[src/rtl/cfu_pkg.sv]
package cfu_pkg;
  typedef enum logic [2:0] {
    OP_NONE, OP_CFINV, OP_A2X, OP_X2A, OP_RMIF, OP_SETF, OP_BAD
  } cfu_op_e;

  localparam int FLG_N = 3;
  localparam int FLG_Z = 2;
  localparam int FLG_C = 1;
  localparam int FLG_V = 0;

  function automatic logic [3:0] f_cfinv(input logic [3:0] f);
    f_cfinv = {f[FLG_N], f[FLG_Z], ~f[FLG_C], f[FLG_V]};
  endfunction

  function automatic logic [3:0] f_a2x(input logic [3:0] f);
    f_a2x = {1'b0, f[FLG_Z] | f[FLG_V], f[FLG_C] & ~f[FLG_V], 1'b0};
  endfunction

  function automatic logic [3:0] f_x2a(input logic [3:0] f);
    logic c, z;
    c = f[FLG_C];
    z = f[FLG_Z];
    f_x2a = {~c & ~z, c & z, c | z, ~c & z};
  endfunction

  function automatic logic [3:0] f_insert(input logic [3:0] f, input logic [3:0] nib,
                                          input logic [3:0] mask);
    f_insert = (f & ~mask) | (nib & mask);
  endfunction

  function automatic logic [3:0] f_eval(input logic [3:0] f, input logic top,
                                        input logic above, input logic low_zero);
    f_eval = {top, low_zero, f[FLG_C], top ^ above};
  endfunction
endpackage

[src/rtl/cfu_decode.sv]
module cfu_decode
  import cfu_pkg::*;
#(
  parameter int ILEN  = 32,
  parameter int AMT_W = 6
) (
  input  logic [ILEN-1:0]  instr,
  input  logic             base_en,
  output cfu_op_e          op,
  output logic             undef_req,
  output logic [AMT_W-1:0] rot_amt,
  output logic [3:0]       rot_mask,
  output logic             eval_wide
);
  logic       grp_imm, grp_carry;
  logic [5:0] imm_sel;
  logic       is_flag_op;

  assign grp_imm   = (instr[31:19] == 13'b1101010100000) &&
                     (instr[15:12] == 4'b0100) && (instr[4:0] == 5'b11111);
  assign grp_carry = (instr[28:21] == 8'b11010000);
  assign imm_sel   = {instr[18:16], instr[7:5]};

  always_comb begin
    op = OP_NONE;
    if (grp_imm) begin
      case (imm_sel)
        6'd0:    op = OP_CFINV;
        6'd1:    op = OP_X2A;
        6'd2:    op = OP_A2X;
        default: op = OP_NONE;
      endcase
    end else if (grp_carry) begin
      case (instr[11:10])
        2'b01:   op = OP_RMIF;
        2'b10:   op = OP_SETF;
        2'b11:   op = OP_BAD;
        default: op = OP_NONE;
      endcase
    end
  end

  assign is_flag_op = (op == OP_CFINV) || (op == OP_A2X) || (op == OP_X2A) ||
                      (op == OP_RMIF) || (op == OP_SETF);
  assign undef_req  = (op == OP_BAD) || (is_flag_op && !base_en);
  assign rot_amt    = instr[15 +: AMT_W];
  assign rot_mask   = instr[3:0];
  assign eval_wide  = instr[14];
endmodule

[src/rtl/cfu_exec.sv]
module cfu_exec
  import cfu_pkg::*;
#(
  parameter int XLEN  = 64,
  parameter int AMT_W = $clog2(XLEN)
) (
  input  cfu_op_e          op,
  input  logic [3:0]       flags_cur,
  input  logic [XLEN-1:0]  src,
  input  logic [AMT_W-1:0] rot_amt,
  input  logic [3:0]       rot_mask,
  input  logic             eval_wide,
  output logic [3:0]       flags_nxt
);
  localparam int NARROW_TOP = 7;
  localparam int WIDE_TOP   = 15;

  logic [XLEN-1:0] rotated;
  logic            ev_top, ev_above, ev_zero;

  always_comb begin
    rotated = '0;
    for (int i = 0; i < XLEN; i++)
      rotated[i] = src[(i + int'(rot_amt)) % XLEN];
  end

  always_comb begin
    if (eval_wide) begin
      ev_top   = src[WIDE_TOP];
      ev_above = src[WIDE_TOP+1];
      ev_zero  = (src[WIDE_TOP:0] == '0);
    end else begin
      ev_top   = src[NARROW_TOP];
      ev_above = src[NARROW_TOP+1];
      ev_zero  = (src[NARROW_TOP:0] == '0);
    end
  end

  always_comb begin
    case (op)
      OP_CFINV: flags_nxt = f_cfinv(flags_cur);
      OP_A2X:   flags_nxt = f_a2x(flags_cur);
      OP_X2A:   flags_nxt = f_x2a(flags_cur);
      OP_RMIF:  flags_nxt = f_insert(flags_cur, rotated[3:0], rot_mask);
      OP_SETF:  flags_nxt = f_eval(flags_cur, ev_top, ev_above, ev_zero);
      default:  flags_nxt = flags_cur;
    endcase
  end
endmodule

[src/rtl/cond_flag_unit.sv]
module cond_flag_unit
  import cfu_pkg::*;
#(
  parameter int ILEN = 32,
  parameter int XLEN = 64
) (
  input  logic            clk,
  input  logic            rst,
  input  logic            issue_valid,
  input  logic [ILEN-1:0] instr,
  input  logic [XLEN-1:0] src_operand,
  input  logic            feat_base_en,
  input  logic            feat_ext_en,
  output logic [3:0]      flags_q,
  output logic            undef_pulse,
  output logic [1:0]      feat_level
);
  localparam int AMT_W = $clog2(XLEN);

  cfu_op_e          op_kind;
  logic             undef_req;
  logic [AMT_W-1:0] rot_amt;
  logic [3:0]       rot_mask;
  logic             eval_wide;
  logic [3:0]       flags_nxt;
  logic             commit_en;
  logic             undef_set;

  cfu_decode #(.ILEN(ILEN), .AMT_W(AMT_W)) u_dec (
    .instr(instr), .base_en(feat_base_en), .op(op_kind), .undef_req(undef_req),
    .rot_amt(rot_amt), .rot_mask(rot_mask), .eval_wide(eval_wide)
  );

  cfu_exec #(.XLEN(XLEN), .AMT_W(AMT_W)) u_exe (
    .op(op_kind), .flags_cur(flags_q), .src(src_operand), .rot_amt(rot_amt),
    .rot_mask(rot_mask), .eval_wide(eval_wide), .flags_nxt(flags_nxt)
  );

  assign commit_en = issue_valid && !undef_req && (op_kind != OP_NONE);
  assign undef_set = issue_valid && undef_req;

  always_ff @(posedge clk) begin
    if (rst) begin
      flags_q     <= 4'b0000;
      undef_pulse <= 1'b0;
    end else begin
      if (commit_en) flags_q <= flags_nxt;
      undef_pulse <= undef_set;
    end
  end

  always_comb begin
    if (feat_ext_en)       feat_level = 2'd2;
    else if (feat_base_en) feat_level = 2'd1;
    else                   feat_level = 2'd0;
  end
endmodule

[config.mk]
export PLATFORM = sky130hd
export DESIGN_NAME = cond_flag_unit
export DESIGN_NICKNAME = d
export VERILOG_FILES = /design/src/rtl/cfu_pkg.sv /design/src/rtl/cfu_decode.sv /design/src/rtl/cfu_exec.sv /design/src/rtl/cond_flag_unit.sv
export SDC_FILE = /design/constraint.sdc
export NUM_CORES = 1
export LEC_CHECK = 0
export BUFFER_PORTS_ARGS = -buffer_cell sky130_fd_sc_hd__clkbuf_2
export CAP_MARGIN = 20
export CORE_MARGIN = 2
export CORE_UTILIZATION = 56
export DETAILED_ROUTE_END_ITERATION = 7
export MAX_ROUTING_LAYER = met4
export PLACE_DENSITY = 0.95
export SETUP_SLACK_MARGIN = 0.5
export SYNTH_ARGS = -nofsm -noshare
export SYNTH_HDL_FRONTEND = slang
export SYNTH_SLANG_ARGS = --single-unit
[constraint.sdc]
create_clock -name clk -period 12.1 [get_ports clk]
set_input_delay 2.42 -clock clk [delete_from_list [all_inputs] [get_ports clk]]
set_output_delay 2.42 -clock clk [all_outputs]
set_load 0.01 [all_outputs]
## Yosys cells after proc, flatten, opt, wreduce, memory -nomap -nowiden

Index checks and enable logic that the tools add are counted.

| operators by class | value |
|---|---|
| reductions and logical operators | 24 |
| $add $sub $neg | 3 |
| muxes and demuxes | 21 |
| order comparisons | 4 |
| bitwise operators | 19 |
| eq/ne operators | 15 |

Operator list:

| kind | count |
|---|---|
| $bmux 1 s6 | 4 |
| $lt 7x8->1 const B | 3 |
| $pmux 4 s5 | 1 |
| $reduce_or 6->1 | 3 |
| $logic_not 16->1 | 1 |
| $eq 13x13->1 const B | 1 |
| $add 2x6->6 const A | 2 |
| $mux 1 | 11 |
| $eq 3x3->1 const B | 3 |
| $pmux 3 s3 | 1 |
| $and 4x4->4 | 2 |
| $eq 8x8->1 const B | 1 |
| $logic_not 8->1 | 1 |
| $reduce_bool 4->1 | 2 |
| $lt 6x7->1 const B | 1 |
| $add 1x6->6 const A | 1 |
| $eq 3x2->1 const B | 2 |
| $eq 6x1->1 const B | 1 |
| $eq 6x2->1 const B | 1 |
| $logic_and 1x1->1 | 6 |
| $logic_not 6->1 | 1 |
| $mux 3 | 2 |
| $pmux 2 s3 | 1 |
| $reduce_and 3->1 | 2 |
| 16 further kinds | 32 |

| storage, ports and cells | value |
|---|---|
| input bits | 101 |
| register bits after elaboration | 5 |
| output and inout bits | 7 |
| logic and storage cells | 89 |

## Depth between registers and ports, before layout

| depth | value |
|---|---|
| word-level depth | 15 |
| gate-level depth with buffers | 16 |
| gate-level depth less buffers | 9 |

## Modules after synthesis

A second synthesis with hierarchy kept.

| second synthesis, totals | value |
|---|---|
| cell total of the unflattened synthesis | 299 |
| area total of the unflattened synthesis | 3,188.1 um^2 |

Modules (own cells, without submodules):

| module | sequential area each (um^2) | cells each | area each (um^2) | instances |
|---|---|---|---|---|
| cfu_exec | 0.0 | 240 | 2,683.8 | 1 |
| cfu_decode | 0.0 | 36 | 264.0 | 1 |
| cond_flag_unit | 100.1 | 23 | 240.2 | 1 |

## Worst setup path before layout

OpenSTA, ideal clock, no wires.

| timing | value |
|---|---|
| path kind | input to register |
| start point | input instr[15] |
| end point | register flags_q[1] |
| stages | 16 |
| setup time | 0.120 ns |
| data arrival time | 5.682 ns |
| path slack | 6.298 ns |
| cells stage by stage | buf_4 -> buf_6 -> buf_4 -> buf_2 -> buf_2 -> inv_1 -> ha_1 -> buf_2 -> buf_2 -> buf_2 -> mux4_2 -> mux4_2 -> mux2_2 -> nand4_1 -> a41o_1 -> a21oi_1 |

| on the way | value |
|---|---|
| word-level cells in the longest chain between the ends | 15 |

RTL lines:

| item | line | text |
|---|---|---|
| start: declaration | cond_flag_unit.sv:10 | `input logic [ILEN-1:0] instr,` |
| branches (longest 15 deep; another with $add 1x6->6) | n/a |  |
| end signal: assignment | cond_flag_unit.sv:47 | `if (commit_en) flags_q <= flags_nxt;` |
| end: declaration | cond_flag_unit.sv:14 | `output logic [3:0] flags_q,` |

Parallel ways; which one is timed is not known. The select of a mux whose other input is x is not followed.
A chain may end at the register's enable or synchronous reset.

## Worst setup path in the final report

| timing | value |
|---|---|
| start point | input instr[16] |
| end point | register flags_q[1] |

| on the way | value |
|---|---|
| word-level cells in the longest chain between the ends | 14 |

RTL lines:

| item |
|---|
| branches (longest 14 deep; another with $add 1x6->6) |

Parallel ways; which one is timed is not known. The select of a mux whose other input is x is not followed.

==> out/qor.yml <==
grt:
  grt_overflow_total: 0
  antenna_found_initial: 0
  grt_pass1_wl_mm: 14.1
  grt_usage_pct: 30.5
  grt_max_degree: 70
  grt_pass1_vias: 2916
worst_setup_path:
  cp.arrival_ns: 5.90
  cp.required_ns: 12.20
  path_buf_inv: 3
  crit_path_start_kind: "primary input"
  path_class: "in2reg"
  cp_common_cell: "mux4_2"
  cp_slowest_cell: "ha_1"
  critPathCaptureType: "flop"
  critPathTopFamily: "buffers and inverters"
  crit_chain: "clkbuf_2, inv_1, ha_1, buf_4, mux4_2, mux4_2, and2_1, o211ai_1, a41o_1, a21oi_1"
  crit_fanout: 18
  max_stage_delay_ns: 0.78
cts:
  clk_pin_slew_worst_paths_ns: 0.04
  cts_tree: "yes"
  cts_resized: 0
  clock-root-buffer: "clkbuf_8"
  h-tree-depth: 1
  insertion_delay_ns: 0.22
  cts_sinks: 5
  cts_setup_buffers: 0
  cts_buffers: 3
  clock_path_buffers: 2
  postCtsHoldBufs: 0
layout:
  multi_input_area_sq_um: 2740
  regArea_sq_um: 100
  final_util_pct: 69.2
  fill_cells: 385
  nets: 448
  design_area_sq_um: 3560
  syn2layout_area_growth_pct: 19.1
  drive_gt1_share_pct: 57.0
  antenna_cells: 0
route:
  routedWlPerCell_um: 20.7
  top_layer: "met4"
  remaining_drc_errors: 0
  via_per_inst: 7.22
  detail_route.first_pass.iterations: 4
  drt-met1-wl_mm: 3.10
  via_count: 2973
  route.met2.wl_mm: 4.33
  wl_mm: 8.53
  drtAntennaViolNets: 0
  wl_met3_um: 975
  drt_iter0_drc: 181
synthesis:
  synth_seq_area_share_pct: 3.35
  synth_edf_count: 0
  yosysTopAreaCell: "mux4_2"
  avgSynthCellArea_sq_um: 11.8
  ys_warn_count: 0
  syn_area_sq_um: 2990
  ys_ff_latch: 5
  post_synth_main_area_contributors: "mux4_2 (60%), dfxtp_1 (3.4%), xor2_1 (2.6%), xnor2_1 (2.1%), nor2_1 (1.9%)"
  syn_inst: 254
  synth_ff_type: "dfxtp_1"
  netlist-cell-type-count: 49
  synth_fp_nets: 359
  ys_async_sr_fraction_pct: 0
  yosys.area.top_type_share_pct: 59.5
placement:
  port_buffers: 105
  dp_hpwl_mm: 6.94
  pre_cts_slack_ns: 6.09
  gp_congestion: 0.882
  placed_area_sq_um: 3490
sta:
  skew_ns: 0.00291
  tightest_slew_ns: 0.820
  final_max_slew_viol_count: 0
  hold_violations: 0
  setup_viol: 0
  tns_ns: 0
  max-slew-margin-rel_pct: 45.1
  setup_ws_ns: 6.31
  hold_ws_ns: 0.529
  grt_setup_unrepaired: "false"
  fmax_ghz: 0.173
  fin_crit_sh_pct: 47.9
  fin_crit_ns: 5.79
floorplan:
  start_util_pct: 58.1
  die_y_um: 77.0
  core_sq_um: 5140
  std_cell_rows: 26
  io_pins: 108
  dieArea_sq_um: 5940
  dieWidth_um: 77.0
job:
  max-cap-violations: 0
power_and_ir_drop:
  leakagePower_uw: 0.00132
  irDropWorstVdd_v: 0.0000358
  cellPowerDensity_nw_per_um2: 52.7
run_status:
  outcome: "complete, no violations"
min_path:
  hp-class: "reg2reg"
area by class of cell:
class                   instances  area share [%]
repair buffers                108            15.8
well taps                      70            2.46
inverters                       7           0.738
flip-flops and latches          5            2.81
multi-input cells             218            76.9
clock buffers                   4            1.27
metrics by stage:
stage               power (uW)  std cells
finish                     188        412
global route               199        412
CTS                        187        411
detailed placement         155        407
global placement           149        407
floorplan                  113        254
path summary, 6_finish.rpt:
path,startpoint,end,slack (ns),cells past startpoint
worst max-delay path,instr[16],flags_q[1],6.31,10
worst min-delay path,flags_q[0],flags_q[0],0.53,2
worst max register to register,flags_q[1],flags_q[1],10.79,4
worst min register to register,flags_q[0],flags_q[0],0.53,2
Yosys cell counts (2+ instances only):
library cell	count
a21oi_1	10
inv_1	6
dfxtp_1	5
and2_1	4
nor2_1	15
nand3b_1	5
buf_2	7
a211oi_1	2
o22ai_1	2
a31oi_1	2
or4_1	6
xnor2_1	7
o21ai_0	5
clkbuf_1	11
xor2_1	9
nor4_1	2
nand3_1	8
nand4_1	8
mux4_2	79
mux2i_1	5
ha_1	4
and4b_1	2
nor4bb_1	5
mux2_2	2
a211o_1	2
nand2_1	11
nand2b_1	2
nor4b_1	2
o211ai_1	2
buf_4	3
nor3_1	2
buf_6	2
report_power, final:
group / leakage, uW / switching (uW) / internal, uW
logic: 0.00126 / 61.5 / 78.9
registers: 0.0000402 / 0.00720 / 16.6
clock network: 0.0000228 / 7.99 / 22.6
state kept, by name, indices dropped and copies added, names as in the netlist:
| signal | cells |
|---|---|
| undef_pulse | 1 |
| flags_q | 4 |
layer usage:
metal	global-route usage [%]	vias up
met3	6.35	14
met4	7.50	0
met2	49.8	230
li1	-	1290
met5	-	-
met1	39.6	1439
cell usage in the layout (no fill, tap or decap), drive strengths merged, types with 2 or more instances in the layout:
master | Yosys | routed
a211o | 2 | 2
a211oi | 2 | 2
a21oi | 10 | 10
a31oi | 2 | 2
and2 | 5 | 5
and4b | 2 | 2
buf | 13 | 4
clkbuf | 11 | 108
dfxtp | 5 | 5
ha | 4 | 4
inv | 6 | 6
mux2 | 2 | 2
mux2i | 5 | 5
mux4 | 79 | 79
nand2 | 11 | 11
nand2b | 2 | 2
nand3 | 8 | 8
nand3b | 5 | 5
nand4 | 8 | 8
nor2 | 15 | 15
nor3 | 2 | 2
nor4 | 2 | 2
nor4b | 2 | 2
nor4bb | 5 | 5
o211ai | 2 | 2
o21ai | 5 | 5
o22ai | 2 | 2
or4 | 6 | 6
xnor2 | 7 | 7
xor2 | 9 | 9
tightest hold or removal path, cell delays in order, from the launching register on:
cell,delay (ns)
dfxtp_1,0.33
o41ai_1,0.07
a31oi_1,0.06
cells by family after synthesis:
family          count (synthesis)  share of synthesized area, %
mux                            86                          62.0
simple gates                   79                          15.9
compound gates                 32                          7.04
buf+inv                        31                          5.07
xor+xnor                       16                          4.69
fa+ha+maj                       5                          2.01
flops                           5                          3.35
No activity file was read; power rests on OpenSTA's default activity.
